File: src/rtl/ptw_pkg.sv
package ptw_pkg;
  localparam int PTE_W   = 64;
  localparam int LEVELS  = 3;
  localparam int PTE_V   = 0;
  localparam int PTE_FOR = 1;
  localparam int PTE_FOE = 3;
  localparam int PTE_KRE = 8;
  localparam int PTE_KWE = 12;

  typedef enum logic [1:0] {ACC_PROBE, ACC_READ, ACC_WRITE, ACC_EXEC} acc_e;
  typedef enum logic [2:0] {F_NONE, F_ACV, F_TNV, F_FOR, F_FOW, F_FOE} fault_e;
  typedef enum logic [2:0] {C_WALK, C_BYPASS, C_NONCANON, C_SUPER, C_SUPER_DENY} class_e;
  typedef enum logic [2:0] {ST_IDLE, ST_L1, ST_L2, ST_L3, ST_DONE} state_e;

  // permission vector: bit0 read, bit1 write, bit2 execute
  function automatic logic [2:0] acc_need(acc_e a);
    unique case (a)
      ACC_READ:  return 3'b001;
      ACC_WRITE: return 3'b010;
      ACC_EXEC:  return 3'b100;
      default:   return 3'b000;
    endcase
  endfunction
endpackage

File: src/rtl/ptw_classify.sv
module ptw_classify
  import ptw_pkg::*;
#(
  parameter int ADDR_W    = 64,
  parameter int VIRT_BITS = 43
) (
  input  logic [ADDR_W-1:0] va_i,
  input  logic [1:0]        mode_i,
  input  logic              bypass_i,
  output class_e            cls_o,
  output logic [ADDR_W-1:0] super_pa_o
);
  localparam int REMAP_SRC = VIRT_BITS - 3;
  localparam int REMAP_DST = VIRT_BITS;

  logic [ADDR_W-VIRT_BITS-1:0] upper;
  logic canon, super_hit;

  assign upper     = va_i[ADDR_W-1:VIRT_BITS];
  assign canon     = (&upper) | ~(|upper);
  assign super_hit = va_i[ADDR_W-1] && (va_i[VIRT_BITS-1 -: 2] == 2'b10);

  always_comb begin
    super_pa_o = '0;
    super_pa_o[REMAP_SRC-1:0] = va_i[REMAP_SRC-1:0];
    super_pa_o[REMAP_DST]     = va_i[REMAP_SRC];
  end

  always_comb begin
    if (bypass_i)       cls_o = C_BYPASS;
    else if (!canon)    cls_o = C_NONCANON;
    else if (super_hit) cls_o = (mode_i == 2'd0) ? C_SUPER : C_SUPER_DENY;
    else                cls_o = C_WALK;
  end
endmodule

File: src/rtl/ptw_level_check.sv
module ptw_level_check
  import ptw_pkg::*;
(
  input  logic [PTE_W-1:0] pte_i,
  output fault_e           fault_o
);
  logic unused_bits;
  assign unused_bits = ^{pte_i[PTE_W-1:PTE_KRE+1], pte_i[PTE_KRE-1:PTE_V+1]};

  always_comb begin
    if (!pte_i[PTE_V])        fault_o = F_TNV;
    else if (!pte_i[PTE_KRE]) fault_o = F_ACV;
    else                      fault_o = F_NONE;
  end
endmodule

File: src/rtl/ptw_leaf_eval.sv
module ptw_leaf_eval
  import ptw_pkg::*;
#(
  parameter int ADDR_W     = 64,
  parameter int PAGE_SHIFT = 13
) (
  input  logic [PTE_W-1:0]  pte_i,
  input  acc_e              acc_i,
  input  logic [1:0]        mode_i,
  output logic [ADDR_W-1:0] pa_o,
  output logic [2:0]        perm_o,
  output fault_e            fault_o
);
  logic [2:0] need, granted, masked;
  logic rd_en, wr_en;
  logic unused_bits;

  assign unused_bits = ^{pte_i[31:PTE_KWE+4], pte_i[PTE_KRE-1:PTE_FOE+1]};
  assign need    = acc_need(acc_i);
  assign rd_en   = pte_i[PTE_KRE + int'(mode_i)];
  assign wr_en   = pte_i[PTE_KWE + int'(mode_i)];
  assign granted = {rd_en, wr_en, rd_en};
  // entry bits 3:1 are fault-on {exec, write, read}
  assign masked  = granted & ~pte_i[PTE_FOE:PTE_FOR];
  assign pa_o    = ADDR_W'(pte_i[PTE_W-1:32]) << PAGE_SHIFT;

  always_comb begin
    perm_o  = '0;
    fault_o = F_NONE;
    if (!pte_i[PTE_V]) begin
      fault_o = F_TNV;
    end else if ((need != 3'b000) && ((granted & need) == 3'b000)) begin
      perm_o  = granted;
      fault_o = F_ACV;
    end else begin
      perm_o = masked;
      if ((need != 3'b000) && ((masked & need) == 3'b000)) begin
        if (need[2])      fault_o = F_FOE;
        else if (need[1]) fault_o = F_FOW;
        else              fault_o = F_FOR;
      end
    end
  end
endmodule

File: src/rtl/ptw_walker.sv
module ptw_walker
  import ptw_pkg::*;
#(
  parameter int ADDR_W     = 64,
  parameter int PAGE_SHIFT = 13,
  parameter int IDX_W      = 10
) (
  input  logic              clk_i,
  input  logic              rst_ni,
  input  logic              req_valid_i,
  input  logic [ADDR_W-1:0] va_i,
  input  logic [1:0]        acc_i,
  input  logic [1:0]        mode_i,
  input  logic              bypass_i,
  input  logic [ADDR_W-1:0] ptbr_i,
  output logic              mem_req_o,
  output logic [ADDR_W-1:0] mem_addr_o,
  input  logic              mem_rsp_valid_i,
  input  logic [PTE_W-1:0]  mem_rsp_data_i,
  output logic              done_o,
  output logic [ADDR_W-1:0] pa_o,
  output logic [2:0]        perm_o,
  output logic [2:0]        fault_o
);
  localparam int VPN_W     = LEVELS * IDX_W;
  localparam int VIRT_BITS = PAGE_SHIFT + VPN_W;

  state_e            state_q;
  logic [VPN_W-1:0]  vpn_q;
  acc_e              acc_q;
  logic [1:0]        mode_q;
  logic [ADDR_W-1:0] base_q, pa_q;
  logic [2:0]        perm_q;
  fault_e            fault_q;

  class_e            cls;
  logic [ADDR_W-1:0] super_pa, leaf_pa, next_base;
  fault_e            lvl_fault, leaf_fault;
  logic [2:0]        leaf_perm;
  logic [IDX_W-1:0]  lvl_idx [LEVELS];
  logic [IDX_W-1:0]  cur_idx;

  ptw_classify #(.ADDR_W(ADDR_W), .VIRT_BITS(VIRT_BITS)) u_classify (
    .va_i(va_i), .mode_i(mode_i), .bypass_i(bypass_i),
    .cls_o(cls), .super_pa_o(super_pa)
  );

  ptw_level_check u_level_check (.pte_i(mem_rsp_data_i), .fault_o(lvl_fault));

  ptw_leaf_eval #(.ADDR_W(ADDR_W), .PAGE_SHIFT(PAGE_SHIFT)) u_leaf_eval (
    .pte_i(mem_rsp_data_i), .acc_i(acc_q), .mode_i(mode_q),
    .pa_o(leaf_pa), .perm_o(leaf_perm), .fault_o(leaf_fault)
  );

  for (genvar g = 0; g < LEVELS; g++) begin : g_idx
    assign lvl_idx[g] = vpn_q[IDX_W*(LEVELS-1-g) +: IDX_W];
  end

  always_comb begin
    unique case (state_q)
      ST_L2:   cur_idx = lvl_idx[1];
      ST_L3:   cur_idx = lvl_idx[2];
      default: cur_idx = lvl_idx[0];
    endcase
  end

  assign next_base  = ADDR_W'(mem_rsp_data_i[PTE_W-1:32]) << PAGE_SHIFT;
  assign mem_req_o  = (state_q == ST_L1) || (state_q == ST_L2) || (state_q == ST_L3);
  assign mem_addr_o = base_q + (ADDR_W'(cur_idx) << 3);
  assign done_o     = (state_q == ST_DONE);
  assign pa_o       = pa_q;
  assign perm_o     = perm_q;
  assign fault_o    = fault_q;

  always_ff @(posedge clk_i or negedge rst_ni) begin
    if (!rst_ni) begin
      state_q <= ST_IDLE;
      vpn_q   <= '0;
      acc_q   <= ACC_PROBE;
      mode_q  <= '0;
      base_q  <= '0;
      pa_q    <= '0;
      perm_q  <= '0;
      fault_q <= F_NONE;
    end else begin
      unique case (state_q)
        ST_IDLE: begin
          if (req_valid_i) begin
            vpn_q  <= va_i[VIRT_BITS-1:PAGE_SHIFT];
            acc_q  <= acc_e'(acc_i);
            mode_q <= mode_i;
            base_q <= ptbr_i;
            unique case (cls)
              C_BYPASS: begin
                pa_q <= va_i; perm_q <= 3'b111; fault_q <= F_NONE; state_q <= ST_DONE;
              end
              C_SUPER: begin
                pa_q <= super_pa; perm_q <= 3'b111; fault_q <= F_NONE; state_q <= ST_DONE;
              end
              C_NONCANON, C_SUPER_DENY: begin
                pa_q <= '0; perm_q <= '0; fault_q <= F_ACV; state_q <= ST_DONE;
              end
              default: state_q <= ST_L1;
            endcase
          end
        end
        ST_L1, ST_L2: begin
          if (mem_rsp_valid_i) begin
            if (lvl_fault != F_NONE) begin
              pa_q <= '0; perm_q <= '0; fault_q <= lvl_fault; state_q <= ST_DONE;
            end else begin
              base_q  <= next_base;
              state_q <= (state_q == ST_L1) ? ST_L2 : ST_L3;
            end
          end
        end
        ST_L3: begin
          if (mem_rsp_valid_i) begin
            pa_q <= leaf_pa; perm_q <= leaf_perm; fault_q <= leaf_fault; state_q <= ST_DONE;
          end
        end
        default: state_q <= ST_IDLE;
      endcase
    end
  end

  a_r1_idle_after_reset: assert property (@(posedge clk_i)
    $rose(rst_ni) |-> (!done_o && !mem_req_o));

  a_r2_bypass_pass: assert property (@(posedge clk_i) disable iff (!rst_ni)
    (state_q == ST_IDLE && req_valid_i && bypass_i) |=>
      (done_o && pa_o == $past(va_i) && perm_o == 3'b111 && fault_o == F_NONE));

  a_r6_req_hold: assert property (@(posedge clk_i) disable iff (!rst_ni)
    (mem_req_o && !mem_rsp_valid_i) |=> (mem_req_o && $stable(mem_addr_o)));

  a_r6_done_pulse: assert property (@(posedge clk_i) disable iff (!rst_ni)
    done_o |=> !done_o);

  a_r7_tnv_no_perm: assert property (@(posedge clk_i) disable iff (!rst_ni)
    (done_o && fault_o == F_TNV) |-> (perm_o == 3'b000));

  a_r10_fow_clears_write: assert property (@(posedge clk_i) disable iff (!rst_ni)
    (done_o && fault_o == F_FOW) |-> !perm_o[1]);

  a_r11_probe_no_fo: assert property (@(posedge clk_i) disable iff (!rst_ni)
    (done_o && acc_q == ACC_PROBE) |->
      (fault_o != F_FOR && fault_o != F_FOW && fault_o != F_FOE));

  a_r12_busy_ignore: assert property (@(posedge clk_i) disable iff (!rst_ni)
    (mem_req_o && !mem_rsp_valid_i) |=> mem_req_o);
endmodule

File: config.mk
export PLATFORM = sky130hd
export DESIGN_NAME = ptw_walker
export DESIGN_NICKNAME = d
export VERILOG_FILES = /design/src/rtl/ptw_pkg.sv /design/src/rtl/ptw_classify.sv /design/src/rtl/ptw_level_check.sv /design/src/rtl/ptw_leaf_eval.sv /design/src/rtl/ptw_walker.sv
export SDC_FILE = /design/constraint.sdc
export NUM_CORES = 1
export LEC_CHECK = 0
export ABC_CLOCK_PERIOD_IN_PS = 5800
export BUFFER_PORTS_ARGS = -buffer_cell sky130_fd_sc_hd__buf_2
export CELL_PAD_IN_SITES_DETAIL_PLACEMENT = 0
export CELL_PAD_IN_SITES_GLOBAL_PLACEMENT = 1
export CORE_MARGIN = 8
export CORE_UTILIZATION = 42
export CTS_BUF_LIST = sky130_fd_sc_hd__clkbuf_4
export DETAILED_ROUTE_END_ITERATION = 16
export GPL_TIMING_DRIVEN = 0
export PLACE_DENSITY_LB_ADDON = 0.1
export SYNTH_ARGS = -nofsm -noshare
export SYNTH_HDL_FRONTEND = slang
export SYNTH_HIERARCHICAL = 1
export SYNTH_SLANG_ARGS = --single-unit
File: constraint.sdc
create_clock -name clk_i -period 5.8 [get_ports clk_i]
set_input_delay 0 -clock clk_i [delete_from_list [all_inputs] [get_ports clk_i]]
set_output_delay 0 -clock clk_i [all_outputs]
set_load 0.01 [all_outputs]
==> reports/results.txt <==
Outcome: completed
Count of vias placed by the detailed router: 11320
Async set-or-reset flop fraction in the synthesized netlist: 100.0%
Kind of capture point of the worst setup path: primary output
Pin count of the biggest net entering global routing: 118
Clock buffer depth: 2
Adder and majority cell fraction of the synthesized area: 1.327%
Final count of negative-setup-slack endpoints: 0
Yosys warning total: 6
Starting density of the core: 42.32%
Area share of the largest cell type after synthesis: 39.13%
Core footprint: 0.02584 sq mm
Main combinational cell family by area after synthesis: simple AND/OR/NAND/NOR gates
FF-to-FF End: base_q[39]
Power per unit of standard cell area: 456.8 mW/mm^2
Number of synthesized flops with an enable pin: 0
Predominant post-synthesis flop cell: dfrtp_1
Min setup slack post-route: 651.8 ps
Clock net sink count: 171
Initial detailed-routing violation count: 767
Post-layout min period: 5148 ps
Total detailed-routing wirelength: 39860 microns
End of the worst hold path: state_q[1]
Initial antenna violation count: 4
Max-cap violations: 0
Sum Neg Setup Slack: 0 ps
Routed len/inst: 17.63 microns
DIE AREA: 0.03145 sq mm
#FFs+latches synth: 171
Cell count after synthesis: 1313
Overall Global Routing Usage: 24.77%
Netlist Area Pre-Place: 0.01093 sq mm
Minimum setup slack among reg-to-reg paths: 2770 ps
Number of filler instances in the final layout: 2422
Post-Syn Area per Cell: 8.328 sq um
Buffers added on ports: 316
Clock skew: 30.89 ps
Number of nets in the layout: 2120
Global-route wire length before repair: 62020 microns
Detailed-placement wirelength estimate: 29630 microns
Slew Limit Fails: 0
Biggest area contributors in the synthesized netlist: dfrtp_1, buf_4, a21oi_1
Area growth from synthesis to layout: 42.30%
Multi-input combinational cell area: 0.005473 sq mm
Final Hold Violating Endpoints: 0
Via count of the first global-routing pass: 11540
Highest achievable clock rate: 194.2 MHz
Commonest cells post-synth: nor2_1, dfrtp_1, nand2_1
Unique masters post-synth: 68
Dominant cell type by area after synthesis: dfrtp_1
Transition time at the pin with the least slew margin: 1089 ps
Insertion delay of the later-clocked pin in the worst-skew pair: 590 ps
Clock-pin transition on the worst setup and hold timing paths: 150 ps
Share of synthesized cell area in and, or, nand and nor gates: 20.92%
Worst rel slew slack: 25.34%
Clock tree root driver cell: clkbuf_4
Nature of the critical path startpoint: register
Cell leakage power: 7.329 nW
Fin crit share: 88.76%
Worst Reg-to-Reg Cells: 11
Number of H-tree levels: 4
Count of antenna-violating nets left after detailed routing: 0
Die Ht: 177.4 microns
Routability Congestion: 0.8820
Biggest fanout along the worst timing path: 10
Number of standard cells in the final layout excluding fillers: 2261
Source of the worst register-to-register timing path: state_q[0]
# DRC: 0
Required time of the critical path: 5800 ps
Critical path class: reg2out
Final Core Density: 60.22%
Number of rows created at floorplan: 59
Global-route congestion overflow total: 0
Top Ports: 337
DR pass1 iterations: 5
Compound-gate portion of the synthesized area: 15.97%
Register area: 0.004279 sq mm
Path type of the worst min-delay path: in2reg
Xor-xnor portion of the synthesized cell area: 4.886%
Clock tree from TritonCTS: yes
Sequential fraction of the synthesis area: 39.13%
Cell count after placement: 2018
Inserted Clock Buffers: 17
Arrival time of the worst setup path: 5150 ps
Worst setup slack after placement: 1327 ps
RSZ-0062 raised after global routing: no
Start point of the worst min-delay path: mem_rsp_valid_i
Most common cell in the netlist: nor2_1
Worst Hold Depth: 4
Ratio of cells with drive above 1 in the final layout: 29.10%
Max rail drop VDD: 338.6 uV
Die width: 177.4 microns
Avg Vias per Cell: 5.008
Fraction of synthesized area in multiplexers: 5.023%
## sequential cells by signal, summed over array words and instances (netlist names)
register and flops:
acc_q 2, lvl_idx 30, perm_o 3, mode_q 2, base_q 64, state_q 3, pa_o 64, fault_o 3
## final cells by class
| class | instances | share of cell area, % |
|---|---|---|
| plain buffers | 214 | 8.588 |
| flip-flops and latches | 171 | 27.50 |
| well taps | 335 | 2.694 |
| multi-input cells | 969 | 35.17 |
| clock inverters | 14 | 1.037 |
| diodes | 5 | 0.08041 |
| repair buffers | 523 | 23.77 |
| clock buffers | 18 | 0.8685 |
| inverters | 12 | 0.2895 |
## through the flow
step / area [sq um] / power [mW] / hold slack [ps]
detailed placement: 13170 / 6.065 / -31.91
global placement: 13130 / 5.994 / 219.9
CTS: 15550 / 7.124 / 13.46
finish: 15560 / 7.108 / 67.36
floorplan: 11130 / 4.557 / -295.6
global route: 15560 / 7.658 / 29.80
## critical path, stage by stage, from the launching register on
cell,delay (ps)
dfrtp_1,350
buf_2,220
buf_1,610
mux2i_1,360
o21ai_0,160
ha_1,380
a21o_1,200
a21oi_1,260
a211oi_1,170
o21ai_1,750
clkbuf_1,600
nor2_1,140
xor2_1,200
buf_2,170
## power breakdown
part           switching (mW)  internal (mW)  total [mW]  leakage (nW)
registers               0.459           1.79        2.25          1.99
logic                    2.34           1.77        4.11          5.18
clock network           0.479          0.272       0.751         0.162
## metal layers
metal	GRT usage (%)	wire length, microns	part of all wire, %	up-vias
li1	-	-	-	5556
met1	32.47	17740	45	5411
met2	41.71	19220	48	326
met3	4.957	2427	6.1	29
met4	5.280	476	1.2	0
met5	0	0	0	-
## logic make-up after synthesis
family,after synthesis
multiplexers,48
buffers and inverters,226
flip-flops,171
other,3
XOR/XNOR,61
adder cells (fa/ha/maj),11
AND/OR/NAND/NOR,502
AO/OA/AOI/OAI,291
## layout by cell type (no fill, tap or decap), types with 9 or more instances in the layout
cell type | Yosys | layout
mux2_2 | 35 | 35
conb_1 | 3 | 56
buf_2 | 18 | 333
and3_1 | 9 | 9
a21oi_1 | 147 | 147
nand2_1 | 163 | 163
ha_1 | 10 | 10
nor2_1 | 191 | 191
clkbuf_1 | 56 | 56
clkbuf_4 | 0 | 18
o21ai_0 | 19 | 19
nand4_1 | 17 | 17
inv_1 | 12 | 12
xor2_1 | 24 | 24
a31oi_1 | 35 | 35
buf_4 | 134 | 134
xnor2_1 | 37 | 37
dfrtp_1 | 171 | 171
mux2i_1 | 11 | 11
nor4_1 | 14 | 14
a22oi_1 | 66 | 66
nor3_1 | 14 | 14
nand3_1 | 57 | 57
dlygate4sd3_1 | 0 | 205
## timing repair
action                     4_1_cts  5_1_grt
hold buffers                   206        0
gates resized for setup          0        0
buffers inserted                 0        0
hold endpoints to repair       340        0
setup endpoints to repair        0        0
## worst max path at each step
stage | slack [ps] | cells past startpoint | end | start
floorplan | 2630 | 15 | mem_addr_o[51] | state_q[2]
global placement | 1370 | 13 | mem_addr_o[42] | state_q[0]
detailed placement | 1330 | 13 | mem_addr_o[42] | state_q[0]
CTS | 660 | 13 | mem_addr_o[42] | state_q[0]
global route | 470 | 13 | mem_addr_o[24] | state_q[0]
finish | 650 | 13 | mem_addr_o[42] | state_q[0]
No activity file was read; power rests on OpenSTA's default activity.
